`config.mk`:
```
export PLATFORM = sky130hd
export DESIGN_NAME = rs_err_apply
export DESIGN_NICKNAME = d
export VERILOG_FILES = /design/src/rtl/rs_apply_pkg.sv /design/src/rtl/rs_apply_screen.sv /design/src/rtl/rs_apply_map.sv /design/src/rtl/rs_err_apply.sv
export SDC_FILE = /design/constraint.sdc
export NUM_CORES = 1
export LEC_CHECK = 0
export BUFFER_PORTS_ARGS = -buffer_cell sky130_fd_sc_hd__buf_2
export CORE_MARGIN = 2
export CORE_UTILIZATION = 45
export DETAILED_ROUTE_END_ITERATION = 8
export GPL_ROUTABILITY_DRIVEN = 0
export PLACE_DENSITY = 0.79
export SLEW_MARGIN = 30
export SYNTH_ARGS = -nofsm -noshare
export SYNTH_HDL_FRONTEND = slang
export SYNTH_SLANG_ARGS = --single-unit
```
`constraint.sdc`:
```
create_clock -name clk_i -period 5.41 [get_ports clk_i]
set_input_delay 0.541 -clock clk_i [delete_from_list [all_inputs] [get_ports clk_i]]
set_output_delay 0.541 -clock clk_i [all_outputs]
set_load 0.01 [all_outputs]
```
`src/rtl/rs_apply_pkg.sv`:
```
package rs_apply_pkg;
  localparam int SYM_W  = 12;
  localparam int BYTE_W = 8;

  typedef enum logic [1:0] {ST_IDLE, ST_RD, ST_WR, ST_FIN} app_state_e;
endpackage

```
`src/rtl/rs_apply_screen.sv`:
```
module rs_apply_screen import rs_apply_pkg::*; #(
  parameter int MAX_ERR  = 4,
  parameter int POS_W    = 12,
  parameter int CNT_W    = 3,
  parameter int LAST_POS = 1374
) (
  input  logic [CNT_W-1:0]         num_i,
  input  logic [MAX_ERR*POS_W-1:0] pos_i,
  input  logic [MAX_ERR*SYM_W-1:0] pat_i,
  output logic                     bad_o
);
  logic [MAX_ERR-1:0] bad_e;

  for (genvar gi = 0; gi < MAX_ERR; gi++) begin : g_ent
    logic [POS_W-1:0] p;
    logic [SYM_W-1:0] v;
    assign p = pos_i[gi*POS_W +: POS_W];
    assign v = pat_i[gi*SYM_W +: SYM_W];
    // only live entries count
    assign bad_e[gi] = (CNT_W'(gi) < num_i) &&
                       ((p > POS_W'(LAST_POS)) || ((p == '0) && (|v[SYM_W-1:BYTE_W])));
  end

  assign bad_o = (|bad_e) || (num_i > CNT_W'(MAX_ERR));
endmodule

```
`src/rtl/rs_apply_map.sv`:
```
module rs_apply_map import rs_apply_pkg::*; #(
  parameter int POS_W  = 12,
  parameter int ADDR_W = 12
) (
  input  logic [POS_W-1:0]  pos_i,
  input  logic [SYM_W-1:0]  pat_i,
  output logic [ADDR_W-1:0] addr0_o,
  output logic [BYTE_W-1:0] mask0_o,
  output logic [BYTE_W-1:0] mask1_o,
  output logic              pair_o
);
  logic [POS_W:0] span;  // floor(3p/2)
  assign span = {1'b0, pos_i} + {2'b0, pos_i[POS_W-1:1]};

  always_comb begin
    addr0_o = '0;
    mask0_o = pat_i[7:0];
    mask1_o = '0;
    pair_o  = 1'b0;
    if (pos_i == '0) begin
      pair_o = 1'b0;
    end else if (pos_i[0]) begin
      addr0_o = ADDR_W'(span);
      mask0_o = pat_i[11:4];
      mask1_o = {pat_i[3:0], 4'h0};
      pair_o  = 1'b1;
    end else begin
      addr0_o = ADDR_W'(span - (POS_W+1)'(1));
      mask0_o = {4'h0, pat_i[11:8]};
      mask1_o = pat_i[7:0];
      pair_o  = 1'b1;
    end
  end
endmodule

```
`src/rtl/rs_err_apply.sv`:
```
module rs_err_apply import rs_apply_pkg::*; #(
  parameter int DATA_BYTES  = 2048,
  parameter int SPARE_BYTES = 64,
  parameter int LAST_POS    = 1374,
  parameter int MAX_ERR     = 4,
  parameter int POS_W       = 12,
  parameter int ADDR_W      = $clog2(DATA_BYTES + SPARE_BYTES),
  parameter int CNT_W       = $clog2(MAX_ERR + 1)
) (
  input  logic                     clk_i,
  input  logic                     rst_ni,
  input  logic                     start_i,
  input  logic [CNT_W-1:0]         num_i,
  input  logic [MAX_ERR*POS_W-1:0] pos_i,
  input  logic [MAX_ERR*SYM_W-1:0] pat_i,
  output logic                     busy_o,
  output logic                     done_o,
  output logic                     fail_o,
  output logic [CNT_W-1:0]         count_o,
  output logic                     mem_en_o,
  output logic                     mem_we_o,
  output logic [ADDR_W-1:0]        mem_addr_o,
  output logic [BYTE_W-1:0]        mem_wdata_o,
  input  logic [BYTE_W-1:0]        mem_rdata_i
);
  localparam int IDX_W = (MAX_ERR > 1) ? $clog2(MAX_ERR) : 1;

  app_state_e               state_q;
  logic [MAX_ERR*POS_W-1:0] pos_q;
  logic [MAX_ERR*SYM_W-1:0] pat_q;
  logic [CNT_W-1:0]         num_q;
  logic [IDX_W-1:0]         idx_q;
  logic                     hi_q;
  logic                     fail_q;
  logic [CNT_W-1:0]         count_q;

  logic              bad;
  logic [POS_W-1:0]  cur_pos;
  logic [SYM_W-1:0]  cur_pat;
  logic [ADDR_W-1:0] addr0;
  logic [BYTE_W-1:0] mask0, mask1;
  logic              pair;
  logic              last_ent;

  rs_apply_screen #(
    .MAX_ERR(MAX_ERR), .POS_W(POS_W), .CNT_W(CNT_W), .LAST_POS(LAST_POS)
  ) u_screen (
    .num_i(num_i), .pos_i(pos_i), .pat_i(pat_i), .bad_o(bad)
  );

  assign cur_pos = pos_q[idx_q*POS_W +: POS_W];
  assign cur_pat = pat_q[idx_q*SYM_W +: SYM_W];

  rs_apply_map #(.POS_W(POS_W), .ADDR_W(ADDR_W)) u_map (
    .pos_i(cur_pos), .pat_i(cur_pat),
    .addr0_o(addr0), .mask0_o(mask0), .mask1_o(mask1), .pair_o(pair)
  );

  assign last_ent = (CNT_W'(idx_q) + CNT_W'(1)) == num_q;

  always_ff @(posedge clk_i or negedge rst_ni) begin
    if (!rst_ni) begin
      state_q <= ST_IDLE;
      pos_q   <= '0;
      pat_q   <= '0;
      num_q   <= '0;
      idx_q   <= '0;
      hi_q    <= 1'b0;
      fail_q  <= 1'b0;
      count_q <= '0;
    end else begin
      unique case (state_q)
        ST_IDLE: if (start_i) begin
          pos_q   <= pos_i;
          pat_q   <= pat_i;
          num_q   <= num_i;
          idx_q   <= '0;
          hi_q    <= 1'b0;
          fail_q  <= bad;
          count_q <= bad ? '0 : num_i;
          state_q <= (bad || num_i == '0) ? ST_FIN : ST_RD;
        end
        ST_RD: state_q <= ST_WR;
        ST_WR: begin
          if (!hi_q && pair) begin
            hi_q    <= 1'b1;
            state_q <= ST_RD;
          end else begin
            hi_q <= 1'b0;
            if (last_ent) state_q <= ST_FIN;
            else begin
              idx_q   <= idx_q + IDX_W'(1);
              state_q <= ST_RD;
            end
          end
        end
        ST_FIN: state_q <= ST_IDLE;
        default: state_q <= ST_IDLE;
      endcase
    end
  end

  assign busy_o      = state_q != ST_IDLE;
  assign done_o      = state_q == ST_FIN;
  assign fail_o      = fail_q;
  assign count_o     = count_q;
  assign mem_en_o    = (state_q == ST_RD) || (state_q == ST_WR);
  assign mem_we_o    = state_q == ST_WR;
  assign mem_addr_o  = addr0 + ADDR_W'(hi_q);
  assign mem_wdata_o = mem_rdata_i ^ (hi_q ? mask1 : mask0);
endmodule

```
==> impl_metrics.py <==
metrics = {
    "status": {
        "outcome": "finished, final reports clean",
    },
    "placed_design": {
        "io_buffers": 137,
        "dp_hpwl_mm": 12.91,
        "placed_cells": 858,
    },
    "grt": {
        "grt_usage_pct": 22.41,
        "grt_pass1_vias": 5324,
        "grt_antenna_before_repair": 0,
        "grt-ovfl-total": 0,
        "grt_max_degree": 85,
        "grt_pass1_wl_mm": 26.51,
    },
    "worst_setup_path": {
        "crit_fanout": 8,
        "max_stage_delay_ps": 610,
        "crit_path_end_kind": "primary output",
        "path_cells": "buf_4, mux4_2, ha_1, fa_1, nand3_1, a21oi_1, o22a_1, a2111oi_4, or4b_1, nor4_1, o21ai_0, a21oi_1, buf_2",
        "critical_path_required_ps": 4870,
        "path_class": "register to primary output",
        "cp-start-kind": "register",
        "crit_arrival_ps": 4490,
        "crit_top_cell": "a21oi_1",
        "cp_slowest_cell": "mux4_2",
    },
    "synthesis": {
        "synth.distinct_cells": 57,
        "synthMostInstantiatedCell": "dfrtp_1",
        "ys_ff_latch": 108,
        "yosysTopAreaCell": "dfrtp_1",
        "async_flop_share_pct": 100.0,
        "synth_edf_count": 0,
        "synth_area_leaders": "dfrtp_1 (42%), mux2_2 (17%), mux4_2 (7.3%)",
        "synthTopCellsByCount": "dfrtp_1 (108), mux2_2 (99), a21oi_1 (27)",
        "synthFlopType": "dfrtp_1",
        "synth_fp_nets": 693,
        "synth_cells": 558,
        "yosysTopAreaCellShare_pct": 41.61,
        "syn_avg_cell_area_um2": 11.64,
        "yosys_warnings": 0,
        "syn-cell-area_um2": 6495,
        "yosysSeqAreaShare_pct": 41.61,
    },
    "cts": {
        "clk_pin_slew_ps": 70,
        "cts_tree": "built",
        "cts_inserted_buffers": 9,
        "cts_setup_buffers": 0,
        "cts_hold_buf": 0,
        "h-tree-depth": 3,
        "post_cts_resized": 0,
        "cts_sinks": 108,
        "insertion_delay_ps": 350,
        "clockBufferDepth": 2,
        "cts_root_buffer": "clkbuf_16",
    },
    "drt": {
        "wl_per_cell_um": 18.68,
        "vias_per_cell": 5.830,
        "drtIter0Drc": 421,
        "drt-pass1-iter-count": 4,
        "ant_nets": 0,
        "num_vias": 5095,
        "drt_wl_total_mm": 16.32,
        "route.detailed.drc": 0,
    },
    "timing": {
        "fin_crit_sh_pct": 92.96,
        "fmax_ghz": 0.1988,
        "tightest_slew_ps": 745.1,
        "hold_viol": 0,
        "drv_slew": 0,
        "setup_tns_ps": 0,
        "rsz0062_at_grt": "false",
        "setup_violations": 0,
        "relSlewSlack_pct": 50.33,
        "fin_worst_skew_ps": 4.660,
        "period_minus_slack_ps": 5029,
    },
    "cells_and_area": {
        "antenna_cells": 0,
        "num-fill-cells": 1179,
        "final_nets": 824,
        "area_growth_pct": 17.86,
        "final_cells": 874,
        "layout-drive-gt1-share_pct": 42.22,
    },
    "die": {
        "core_area_um2": 13990,
        "die_x_um": 124.1,
        "die-area_um2": 15410,
        "fp.dieH_um": 124.1,
        "start_util_pct": 46.43,
        "ios": 138,
        "rows": 43,
    },
    "job": {
        "drv_cap": 0,
    },
    "worst_hold_path": {
        "min_path_type": "input pin to async pin",
    },
}
[critical path, delay by kind of cell (launching register included)]
family	cells	cell delay, ps
AND/OR/NAND/NOR	3	940
multiplexers	1	610
AO/OA/AOI/OAI	5	1050
flip-flops	1	460
buffers and inverters	2	380
adder cells (fa/ha/maj)	2	700
[through the flow]
stage | util (%) | worst slack (ps) | instance area, um2 | hold slack, ps
floorplan | - | 188.2 | 6495 | 245.4
global placement | 52.61 | 782.4 | 7360 | 447.2
detailed placement | 52.61 | 654.1 | 7360 | 462.6
CTS | 54.69 | 275.3 | 7650 | 88.89
global route | 54.72 | 19.14 | 7655 | 104.3
finish | 54.72 | 381.1 | 7655 | 90.18
[registers in the layout, indices dropped and copies added (netlist names)]
name,cells
pat_q,48
count_o,3
pos_q,48
fail_o,1
idx_q,2
num_q,3
state_q,2
hi_q,1
[logic make-up after synthesis]
kind of cell	Yosys count	share of synthesized area [%]
mux	130	26.74
simple gates	126	10.33
flops	108	41.61
compound gates	99	10.17
buf+inv	45	2.832
fa+ha+maj	26	5.086
xor+xnor	24	3.236
[layout by cell type, fill, tap and decap left out, types with 19 or more instances in the layout]
cell,n
a21oi_1,27
nand2_1,23
inv_1,22
mux4_2,21
buf_2,136
nor2_1,21
mux2_2,99
dfrtp_1,107
o21ai_0,26
nor4_1,19
ha_1,24
[path summary, 6_finish.rpt]
| path | from | end | slack, ps | depth (start not counted) |
|---|---|---|---|---|
| setup / recovery | idx_q[0]$_DFFE_PN0P_ | mem_addr_o[11] | 380 | 13 |
| hold reg to reg | pat_q[38]$_DFFE_PN0P_ | pat_q[38]$_DFFE_PN0P_ | 500 | 1 |
| max in group asynchronous | rst_ni | idx_q[0]$_DFFE_PN0P_ | 4270 | 2 |
| hold / removal | rst_ni | pat_q[2]$_DFFE_PN0P_ | 90 | 1 |
| min in group clk_i | pat_i[2] | pat_q[2]$_DFFE_PN0P_ | 420 | 2 |
| setup reg to reg | idx_q[0]$_DFFE_PN0P_ | idx_q[1]$_DFFE_PN0P_ | 2500 | 9 |
[final cells by class]
| class | count | area (um2) | share of cell area [%] |
|---|---|---|---|
| clock inverter | 7 | 65.06 | 0.8500 |
| inverter | 22 | 82.58 | 1.079 |
| clock buffer | 9 | 225.2 | 2.942 |
| timing repair buffer | 143 | 737.0 | 9.627 |
| sequential | 108 | 2704 | 35.32 |
| tap | 180 | 225.2 | 2.942 |
| multi-input combinational | 405 | 3616 | 47.24 |
[per-layer routing]
metal | vias up | GRT usage [%] | routed length, um
met5 | - | 0 | 0
met4 | 0 | 6.742 | 210
met3 | 17 | 3.709 | 952
met2 | 172 | 37.06 | 8058
met1 | 2545 | 30.42 | 7100
li1 | 2361 | - | -
Power is left out: the tool's default activity adds up to more than one toggle a clock period on the data nets, which glitch-free logic cannot reach.
